**src/rtl/cmdRspPkg.sv**
```systemverilog
`timescale 1ns/1ps
package cmdRspPkg;
  localparam int STAT_W    = 16;
  localparam int RSP_BYTES = 16;
  localparam int RSP_WORDS = RSP_BYTES / 2;
  localparam int LEN_W     = $clog2(RSP_BYTES + 1);
  localparam int MASK_W    = STAT_W - 1;

  // status bit positions
  localparam int ST_DONE    = 0;
  localparam int ST_STOP    = 2;
  localparam int ST_TMO     = 7;
  localparam int ST_OCRBUSY = 12;
  localparam int ST_CARDERR = 14;

  // command word field positions
  localparam int CW_INIT = 7;
  localparam int CW_TYPE = 8;
  localparam int CW_BUSY = 11;

  localparam logic [31:0] SHORT_ERR_MASK = 32'hFDF9_0000;
  localparam logic [31:0] AUTH_ERR_BIT   = 32'h0000_0008;
  localparam logic [15:0] RCA_ERR_MASK   = 16'hE008;
  localparam logic [5:0]  STOP_IDX       = 6'd12;

  typedef enum logic [2:0] {
    CL_NONE, CL_SHORT, CL_SHORTBUSY, CL_LONG, CL_OCR, CL_RCA
  } rspClass_e;

  typedef struct packed {
    logic              fire;
    logic [STAT_W-1:0] setBits;
    logic              keepShort;
    logic              keepLong;
  } evalStrobe_t;
endpackage

```
**src/rtl/cmdRspCtrl.sv**
```systemverilog
`timescale 1ns/1ps
module cmdRspCtrl
  import cmdRspPkg::*;
#(
  parameter int LENW   = LEN_W,
  parameter int NBYTES = RSP_BYTES
) (
  input  logic         clk,
  input  logic         rstN,
  input  logic         ctrlEnable,
  input  logic         cmdWrite,
  input  logic [5:0]   cmdIdx,
  input  logic         cmdInit,
  input  logic [2:0]   cmdType,
  input  logic         cmdBusy,
  input  logic [31:0]  rspHead,
  input  logic [LENW-1:0] rspLen,
  input  logic         akeCheckEn,
  output evalStrobe_t  strobe
);
  localparam int SHORT_LEN = 4;

  rspClass_e   rspClass;
  logic [31:0] cardWord;
  logic [LENW-1:0] needLen;
  logic        timedOut;
  logic        errHit;
  logic        ocrBusyClr;
  logic        initShortcut;

  always_comb begin
    case (cmdType)
      3'd1:    rspClass = cmdBusy ? CL_SHORTBUSY : CL_SHORT;
      3'd2:    rspClass = CL_LONG;
      3'd3:    rspClass = CL_OCR;
      3'd6:    rspClass = CL_RCA;
      default: rspClass = CL_NONE;
    endcase
  end

  assign cardWord = {rspHead[7:0], rspHead[15:8], rspHead[23:16], rspHead[31:24]};
  assign initShortcut = cmdInit && (cmdIdx == 6'd0);

  always_comb begin
    case (rspClass)
      CL_NONE: needLen = '0;
      CL_LONG: needLen = LENW'(NBYTES);
      default: needLen = LENW'(SHORT_LEN);
    endcase
  end

  assign timedOut = (rspClass != CL_NONE) && (rspLen < needLen);

  always_comb begin
    errHit     = 1'b0;
    ocrBusyClr = 1'b0;
    if (!timedOut) begin
      case (rspClass)
        CL_SHORT, CL_SHORTBUSY:
          errHit = |(cardWord & (SHORT_ERR_MASK | (akeCheckEn ? AUTH_ERR_BIT : 32'h0)));
        CL_RCA:
          errHit = |(cardWord[15:0] & RCA_ERR_MASK);
        CL_OCR:
          ocrBusyClr = !cardWord[31];
        default: ;
      endcase
    end
  end

  always_comb begin
    strobe = '0;
    strobe.fire = cmdWrite && ctrlEnable;
    if (initShortcut) begin
      strobe.setBits[ST_DONE] = 1'b1;
    end else begin
      strobe.setBits[ST_CARDERR] = errHit;
      strobe.setBits[ST_OCRBUSY] = ocrBusyClr;
      if (timedOut) begin
        strobe.setBits[ST_TMO] = 1'b1;
      end else begin
        strobe.setBits[ST_DONE] = 1'b1;
        strobe.setBits[ST_STOP] = (cmdIdx == STOP_IDX);
        strobe.keepLong  = (rspClass == CL_LONG);
        strobe.keepShort = (rspClass != CL_LONG) && (rspClass != CL_NONE);
      end
    end
  end

  // a timeout never reports completion nor keeps response bytes
  a_r3_timeout_excl: assert property (@(posedge clk) disable iff (!rstN)
    (strobe.fire && strobe.setBits[ST_TMO]) |->
      (!strobe.setBits[ST_DONE] && !strobe.keepShort && !strobe.keepLong));

  // the init shortcut sets only the completion bit
  a_r2_init_only_done: assert property (@(posedge clk) disable iff (!rstN)
    (strobe.fire && cmdInit && cmdIdx == 6'd0) |->
      (strobe.setBits == 16'h0001 && !strobe.keepShort && !strobe.keepLong));
endmodule

```
**src/rtl/cmdRspData.sv**
```systemverilog
`timescale 1ns/1ps
module cmdRspData
  import cmdRspPkg::*;
#(
  parameter int SW     = STAT_W,
  parameter int NBYTES = RSP_BYTES,
  parameter int MW     = MASK_W,
  localparam int NWORDS = NBYTES / 2
) (
  input  logic              clk,
  input  logic              rstN,
  input  evalStrobe_t       strobe,
  input  logic [15:0]       cmdWord,
  input  logic [NBYTES*8-1:0] rspBytes,
  input  logic              statClrWrite,
  input  logic [SW-1:0]     statClrData,
  input  logic              maskWrite,
  input  logic [MW-1:0]     maskData,
  output logic [SW-1:0]     status,
  output logic [NWORDS*16-1:0] rspWords,
  output logic [15:0]       lastCmd,
  output logic [MW-1:0]     intMask,
  output logic              irq
);
  localparam int SHORT_WORDS = 2;

  logic [15:0] rspReg [NWORDS];
  logic [SW-1:0] clrBits;

  assign clrBits = statClrWrite ? statClrData : '0;

  always_ff @(posedge clk or negedge rstN) begin
    if (!rstN) begin
      status <= '0;
    end else if (statClrWrite || strobe.fire) begin
      status <= (status & ~clrBits) | (strobe.fire ? strobe.setBits : '0);
    end
  end

  always_ff @(posedge clk or negedge rstN) begin
    if (!rstN)              intMask <= '0;
    else if (maskWrite)     intMask <= maskData;
  end

  always_ff @(posedge clk or negedge rstN) begin
    if (!rstN)              lastCmd <= '0;
    else if (strobe.fire)   lastCmd <= cmdWord;
  end

  for (genvar w = 0; w < NWORDS; w++) begin : g_word
    localparam int PAIR = NWORDS - 1 - w;
    localparam bit IN_SHORT = (PAIR < SHORT_WORDS);
    logic keepThis;
    assign keepThis = strobe.keepLong || (strobe.keepShort && IN_SHORT);
    always_ff @(posedge clk or negedge rstN) begin
      if (!rstN) begin
        rspReg[w] <= '0;
      end else if (strobe.fire) begin
        rspReg[w] <= keepThis ? {rspBytes[16*PAIR +: 8], rspBytes[16*PAIR+8 +: 8]} : 16'h0;
      end
    end
    assign rspWords[16*w +: 16] = rspReg[w];
  end

  assign irq = |(status[MW-1:0] & intMask);

  // an accepted command keeping no bytes leaves every response register zero
  a_r10_rsp_cleared: assert property (@(posedge clk) disable iff (!rstN)
    (strobe.fire && !strobe.keepShort && !strobe.keepLong) |=> (rspWords == '0));

  // a status write with no command clears every bit written as one
  a_r11_w1c: assert property (@(posedge clk) disable iff (!rstN)
    (statClrWrite && !strobe.fire) |=> ((status & $past(statClrData)) == '0));

  // with no write of any kind, status and interrupt hold
  a_r12_irq_hold: assert property (@(posedge clk) disable iff (!rstN)
    (!statClrWrite && !strobe.fire && !maskWrite) |=> ($stable(status) && $stable(irq)));
endmodule

```
**src/rtl/cmdRspEval.sv**
```systemverilog
`timescale 1ns/1ps
module cmdRspEval
  import cmdRspPkg::*;
(
  input  logic          clk,
  input  logic          rstN,
  input  logic          ctrlEnable,
  input  logic          cmdWrite,
  input  logic [15:0]   cmdWord,
  input  logic [127:0]  rspBytes,
  input  logic [4:0]    rspLen,
  input  logic          akeCheckEn,
  input  logic          statClrWrite,
  input  logic [15:0]   statClrData,
  input  logic          maskWrite,
  input  logic [14:0]   maskData,
  output logic [15:0]   status,
  output logic [127:0]  rspWords,
  output logic [15:0]   lastCmd,
  output logic [14:0]   intMask,
  output logic          irq
);
  evalStrobe_t strobe;

  cmdRspCtrl #(.LENW(LEN_W), .NBYTES(RSP_BYTES)) ctrl_i (
    .clk        (clk),
    .rstN       (rstN),
    .ctrlEnable (ctrlEnable),
    .cmdWrite   (cmdWrite),
    .cmdIdx     (cmdWord[5:0]),
    .cmdInit    (cmdWord[CW_INIT]),
    .cmdType    (cmdWord[CW_TYPE +: 3]),
    .cmdBusy    (cmdWord[CW_BUSY]),
    .rspHead    (rspBytes[31:0]),
    .rspLen     (rspLen),
    .akeCheckEn (akeCheckEn),
    .strobe     (strobe)
  );

  cmdRspData #(.SW(STAT_W), .NBYTES(RSP_BYTES), .MW(MASK_W)) data_i (
    .clk          (clk),
    .rstN         (rstN),
    .strobe       (strobe),
    .cmdWord      (cmdWord),
    .rspBytes     (rspBytes),
    .statClrWrite (statClrWrite),
    .statClrData  (statClrData),
    .maskWrite    (maskWrite),
    .maskData     (maskData),
    .status       (status),
    .rspWords     (rspWords),
    .lastCmd      (lastCmd),
    .intMask      (intMask),
    .irq          (irq)
  );

  // command writes while disabled change nothing
  a_r1_disabled_ignored: assert property (@(posedge clk) disable iff (!rstN)
    (cmdWrite && !ctrlEnable && !statClrWrite) |=>
      ($stable(status) && $stable(rspWords) && $stable(lastCmd)));
endmodule

```
**config.mk**
```make
export PLATFORM = sky130hd
export DESIGN_NAME = cmdRspEval
export DESIGN_NICKNAME = d
export VERILOG_FILES = /design/src/rtl/cmdRspPkg.sv /design/src/rtl/cmdRspCtrl.sv /design/src/rtl/cmdRspData.sv /design/src/rtl/cmdRspEval.sv
export SDC_FILE = /design/constraint.sdc
export NUM_CORES = 1
export LEC_CHECK = 0
export CORE_AREA = 2 2 141 143
export CTS_CLUSTER_DIAMETER = 120
export DETAILED_ROUTE_END_ITERATION = 6
export DIE_AREA = 0 0 143 145
export PLACE_DENSITY = 0.8
export SLEW_MARGIN = 20
export SYNTH_ARGS = -nofsm -noshare
export SYNTH_HDL_FRONTEND = slang
export SYNTH_SLANG_ARGS = --single-unit
```
**constraint.sdc**
```tcl
create_clock -name clk -period 1.39 [get_ports clk]
set_input_delay 0.2085 -clock clk [delete_from_list [all_inputs] [get_ports clk]]
set_output_delay 0.2085 -clock clk [all_outputs]
set_load 0.005 [all_outputs]
```
==> metrics.txt, run 1 <==
largest net degree at the start of global routing 72; Final ANT Viol Nets 0; initial antenna violation count 1; Synth Warn # 0; drt wl/cell ~20 um; Leakage Power roughly 6.3 nW; Worst EP required around 1.7 ns; Worst Hold Class in -> reg; worst-path cell chain buf_6, or3_4, ha_4, o21a_1, a311oi_4, nor3_4, buf_12, buf_12, buf_12, buf_16, a22o_1; H-Tree Level Count 4; share of cells above drive strength 1 0.201; Final Hold Vio Count 0; Slew Limit Headroom 0.763; first-pass GRT wire length around 34000 um; maximum clock insertion buffer count 2; Inserted Clock Buffers 17; First DRT Iteration DRCs 223; endpoints failing setup approximately 230; synthesized area roughly 0.0064 mm2; Clock Skews 0 ns; synth unique cells 37; most frequent cells in the layout 270 x clkdlybuf4s50_1, 175 x dfrtp_1, 131 x a22o_1; total track usage 0.210; Post-route DRC 0; DIE AREA roughly 0.021 mm2; share of the clock period used by the worst path 1.38; Slew Viols, Final 0; failing checks negative setup slack; Least-Margin Pin Slew between 0.3 and 0.4 ns; setup_tns -63.11 ns; # port buffers 360; Max FO, Critical Path 8; register area share after synthesis 0.683; final worst slack -0.527 ns; DIE HEIGHT between 100 and 150 um; CP Class in -> reg; worst path buffer plus inverter count 5; Mapped Cells between 400 and 500; delay-heaviest family, CP buffers and inverters; initial core utilization 0.334; outcome finished with violations; CTS root buf clkbuf_16; vias in the first global route 5942; CP max stage cell or3_4; DIE WIDTH 143 um; # IOs 363; FILL cells between 1000 and 1500; cell mode on critical path buf_12; clock transition at the registers of the reported paths ~0.070 ns; startpoint class of the critical path input port; Worst Setup End Kind flop; max cap viols 0; standard-cell rows just over 50; Post-DP HPWL 15300 um; Worst-Skew Late Latency around 0.42 ns; DRT Pass-1 Iters 4; Core Box Area approximately 0.019 mm2; synthesized flop and latch total between 150 and 200; via count approximately 5600; Max Clk Rate 0.522 GHz; Mean Syn Cell Area between 15 and 20 um2; fin nets 1058; routability cong. 0.800; WL final between 20000 and 25000 um; peak supply drop 0.000833 V; GR Overflow Total 0; crit-path max cell delay 0.40 ns; # clock sinks about 180; Area Growth Syn to Fin 88.5%; TritonCTS clock tree done; commonest non-fill, non-tap cell in the layout clkdlybuf4s50_1; crit path DAT approximately 2.2 ns; drt via density a little under 5; PwrDens ~1000 mW/mm2; Net Count, Synth roughly 610; fin crit period 1.92 ns; final hold slack roughly 0.072 ns; RSZ-0062 raised after global routing yes; Core Util, Final 0.630
-- synthesized netlist by cell type (all sizes together) --
cell type | n | area, um2
a21o | 1 | 7.51
o21a | 1 | 7.51
inv | 1 | 3.75
a222oi | 1 | 10.0
a31oi | 1 | 6.26
ha | 1 | 12.5
nor3 | 2 | 15.0
mux2 | 30 | 338
a221oi | 1 | 8.76
nand2b | 1 | 6.26
a21boi | 11 | 82.6
a211oi | 1 | 7.51
nor3b | 1 | 12.5
a32o | 1 | 10.0
buf | 12 | 87.6
nor2 | 2 | 7.51
nand4 | 1 | 6.26
a21oi | 1 | 5.00
nand2 | 10 | 37.5
nand3b | 1 | 7.51
nand3 | 1 | 5.00
o32ai | 1 | 8.76
a311oi | 1 | 15.0
a22oi | 4 | 30.0
a22o | 131 | 1150
clkbuf | 20 | 75.1
or3 | 1 | 6.26
dfrtp | 175 | 4380
o21ai | 3 | 15.0
nor4 | 5 | 31.3
a31o | 1 | 8.76
and4 | 1 | 8.76
and3 | 1 | 6.26
-- power by group --
part	total [mW]	leakage (nW)	switching (mW)	internal (mW)
clock network	4.50	0.255	2.13	2.37
logic	2.19	3.69	0.730	1.46
registers	5.62	2.34	0.196	5.42
-- cell type report --
type | instances | area (um2) | share of cell area
sequential | 175 | 4380 | 0.362
inverter | 1 | 8.76 | 0.000724
multi-input combinational | 218 | 1960 | 0.162
tap | 265 | 332 | 0.0274
antenna | 1 | 2.50 | 0.000207
clock inverter | 12 | 103 | 0.00849
clock buffer | 19 | 443 | 0.0366
timing repair buffer | 457 | 4870 | 0.402
-- metal layers --
layer / vias up / share of wire / wire length, um / track usage
met2: 230 / 0.50 / 11300 / 0.352
met1: 2799 / 0.41 / 9190 / 0.260
met4: 0 / 0.023 / 515 / 0.0678
li1: 2538 / - / - / -
met3: 31 / 0.066 / 1490 / 0.0624
met5: - / 0 / 0 / 0
-- worst paths after layout --
check | start | endpoint | slack, ns | cells past startpoint
max in group asynchronous | rstN | data_i.status[2] | 0.57 | 3
setup / recovery | cmdWord[8] | data_i.rspWords[59] | -0.53 | 11
setup reg to reg | data_i.status[2] | data_i.status[2] | 0.41 | 3
hold reg to reg | data_i.lastCmd[9] | data_i.lastCmd[9] | 0.48 | 2
min in group asynchronous | rstN | data_i.rspWords[103] | 0.25 | 2
hold / removal | cmdWord[10] | data_i.lastCmd[10] | 0.07 | 2
-- sequential cells by signal (all words and copies together) (netlist names) --
| signal | flops |
|---|---|
| data_i.intMask | 15 |
| data_i.lastCmd | 16 |
| data_i.rspWords | 128 |
| data_i.status | 16 |
-- per-stage QoR --
stage,std cells,instance area [um2],setup WS (ns),power (mW)
after floorplan,426,6460,-0.620,6.19
after global placement,1093,10900,-1.26,7.82
after detailed placement,1093,10900,-1.31,7.86
after CTS,1145,11900,-0.526,12.4
after global routing,1148,12100,-0.553,12.8
final,1148,12100,-0.527,12.3
-- kinds of logic (layout without fill, tap and decap cells) --
kind of cell | count (synthesis) | after routing | synth area share
fa+ha+maj | 1 | 1 | 0.00195
simple gates | 27 | 27 | 0.0234
other cells | 0 | 1 | 0
compound gates | 160 | 160 | 0.214
mux | 30 | 30 | 0.0527
flops | 175 | 175 | 0.683
buf+inv | 33 | 489 | 0.0259
-- what timing repair did --
action	in CTS	in global routing
setup endpoints to repair	309	302
buffers inserted	14	9
resized for setup	94	77
endpoints found under the hold margin	26	0
gates cloned	7	3
hold buffers	1	0
pin swaps	15	17
(Power assumes the default switching activity.)
==> inputs of run 2 (changes only) <==
CORE_AREA = 3 3 138 140   (was 2 2 141 143)
DIE_AREA = 0 0 141 143   (was 0 0 143 145)
GPL_TIMING_DRIVEN = 1   (was not set)
PLACE_DENSITY = 0.83   (was 0.8)
clock period = 1.85 ns   (was 1.39 ns; I/O delays follow)
==> metrics.txt, run 2 (synthesis results as in run 1) <==
crit path DAT approximately 2.2 ns; most frequent cells in the layout 354 x clkdlybuf4s50_1, 175 x dfrtp_1, 131 x a22o_1; Slew Viols, Final 0; # port buffers 360; routability cong. about 0.78; DIE AREA ~0.020 mm2; total track usage 0.211; Tot Pwr ~9.5 mW; fin crit period 1.85 ns; peak supply drop ~0.00058 V; Worst Setup End Kind flop; setup_tns -0.00279 ns; initial antenna violation count 1; first-pass GRT wire length about 33000 um; worst-path cell chain buf_6, or3_4, ha_4, o21a_1, a311oi_4, nor3_4, buf_6, buf_16, buf_16, a22o_1; PwrDens approximately 830 mW/mm2; final worst slack -0.00149 ns; clock transition at the registers of the reported paths ~0.070 ns; startpoint class of the critical path input port; Area Growth Syn to Fin 78.9%; Core Box Area about 0.018 mm2; RSZ-0062 raised after global routing yes; Max FO, Critical Path 6; First DRT Iteration DRCs 244; Worst EP required 2.15 ns; Area after DPL 0.0105 mm2; TritonCTS clock tree done; outcome finished with violations; CTS root buf clkbuf_16; Worst Hold Class in -> reg; failing checks negative setup slack; max reg flops ~130; share of cells above drive strength 1 0.145; DIE WIDTH between 100 and 150 um; Clock Skews 0 ns; max cap viols 0; Core Util, Final 0.639; Leakage Power 5.00 nW; # IOs ~360; Post-route DRC 0; vias in the first global route roughly 5700; maximum clock insertion buffer count 2; Slew Limit Headroom 0.740; DIE HEIGHT around 140 um; drt wl/cell ~20 um; crit-path max cell delay 0.39 ns; Max Clk Rate roughly 0.54 GHz; CP Class in -> reg; Inserted Clock Buffers 17; GR Overflow Total 0; standard-cell rows 49; drt via density a little over 5; largest net degree at the start of global routing 83; Final Hold Vio Count 0; share of the clock period used by the worst path 1.00; initial core utilization 0.357; Post-DP HPWL 15300 um; endpoints failing setup 3; Final ANT Viol Nets 0; via count approximately 5400; WL final approximately 22000 um; CP max stage cell or3_4; commonest non-fill, non-tap cell in the layout clkdlybuf4s50_1; antenna diode count 0; Least-Margin Pin Slew between 0.3 and 0.4 ns; DRT Pass-1 Iters 4; fin nets around 1000; design area around 0.011 mm2; worst slack, placed -0.884 ns; Worst-Skew Late Latency a little over 0.4 ns; # clock sinks between 150 and 200; H-Tree Level Count 4
[run 2: changes by cell type in the layout (fill, tap and decap cells not counted), moves of 5 or more]
cell	before	now
buf_12	15	7
clkdlybuf4s50_1	270	354
dlymetal6s2s_1	60	1
clkdlybuf4s15_1	19	0
buf_16	4	9
buf_6	12	3
buf_4	61	29
[run 2: path summary, 6_finish.rpt]
| kind | start | to | slack [ns] | depth (start not counted) |
|---|---|---|---|---|
| max | cmdWord[8] | data_i.rspWords[11] | -0.001 | 10 |
| min | cmdWord[10] | data_i.lastCmd[10] | 0.14 | 2 |
| max reg2reg | data_i.intMask[2] | data_i.intMask[2] | 0.96 | 2 |
| min reg2reg | data_i.lastCmd[9] | data_i.lastCmd[9] | 0.50 | 2 |
| max in group asynchronous | rstN | data_i.rspWords[27] | 0.86 | 3 |
| min in group asynchronous | rstN | data_i.status[11] | 0.32 | 2 |
[run 2: report_power, final]
group | total (mW) | switching (mW) | internal [mW]
combinational | 1.56 | 0.510 | 1.05
clock | 3.69 | 1.51 | 2.17
sequential | 4.23 | 0.156 | 4.08
[run 2: metrics by stage]
| step | instances | hold WS (ns) |
|---|---|---|
| global route | 1063 | 0.146 |
| detailed placement | 1015 | 0.206 |
| CTS | 1060 | 0.125 |
| finish | 1063 | 0.144 |
| floorplan | 426 | -0.0181 |
| global placement | 1015 | 0.205 |
[run 2: worst max-delay path, delay by kind of cell]
kind / cells / cell delay, ns
compound gates: 3 / 0.64
buf+inv: 4 / 0.52
simple gates: 2 / 0.48
fa+ha+maj: 1 / 0.22
[run 2: area by class of cell]
class,instances,area (um2)
tap,229,287
clock buffer,20,447
inverter,1,8.76
fill,1374,6480
sequential,175,4380
clock inverter,11,155
multi-input combinational,218,1930
timing repair buffer,409,4270
[run 2: timing repair]
action	in CTS	in global routing
cloned	9	1
endpoints found under the hold margin	31	0
setup endpoints to repair	134	71
hold buffers	1	0
pin swaps	8	11
buffers inserted	5	3
resized for setup	31	7
[run 2: per-layer routing]
metal / share of wire / vias to the layer above / routed length, um / GRT usage
met5: 0.00042 / - / 9 / 0
met4: 0.014 / 2 / 310 / 0.0566
met3: 0.069 / 18 / 1490 / 0.0596
met2: 0.52 / 226 / 11300 / 0.365
met1: 0.40 / 2716 / 8580 / 0.262
li1: - / 2436 / - / -
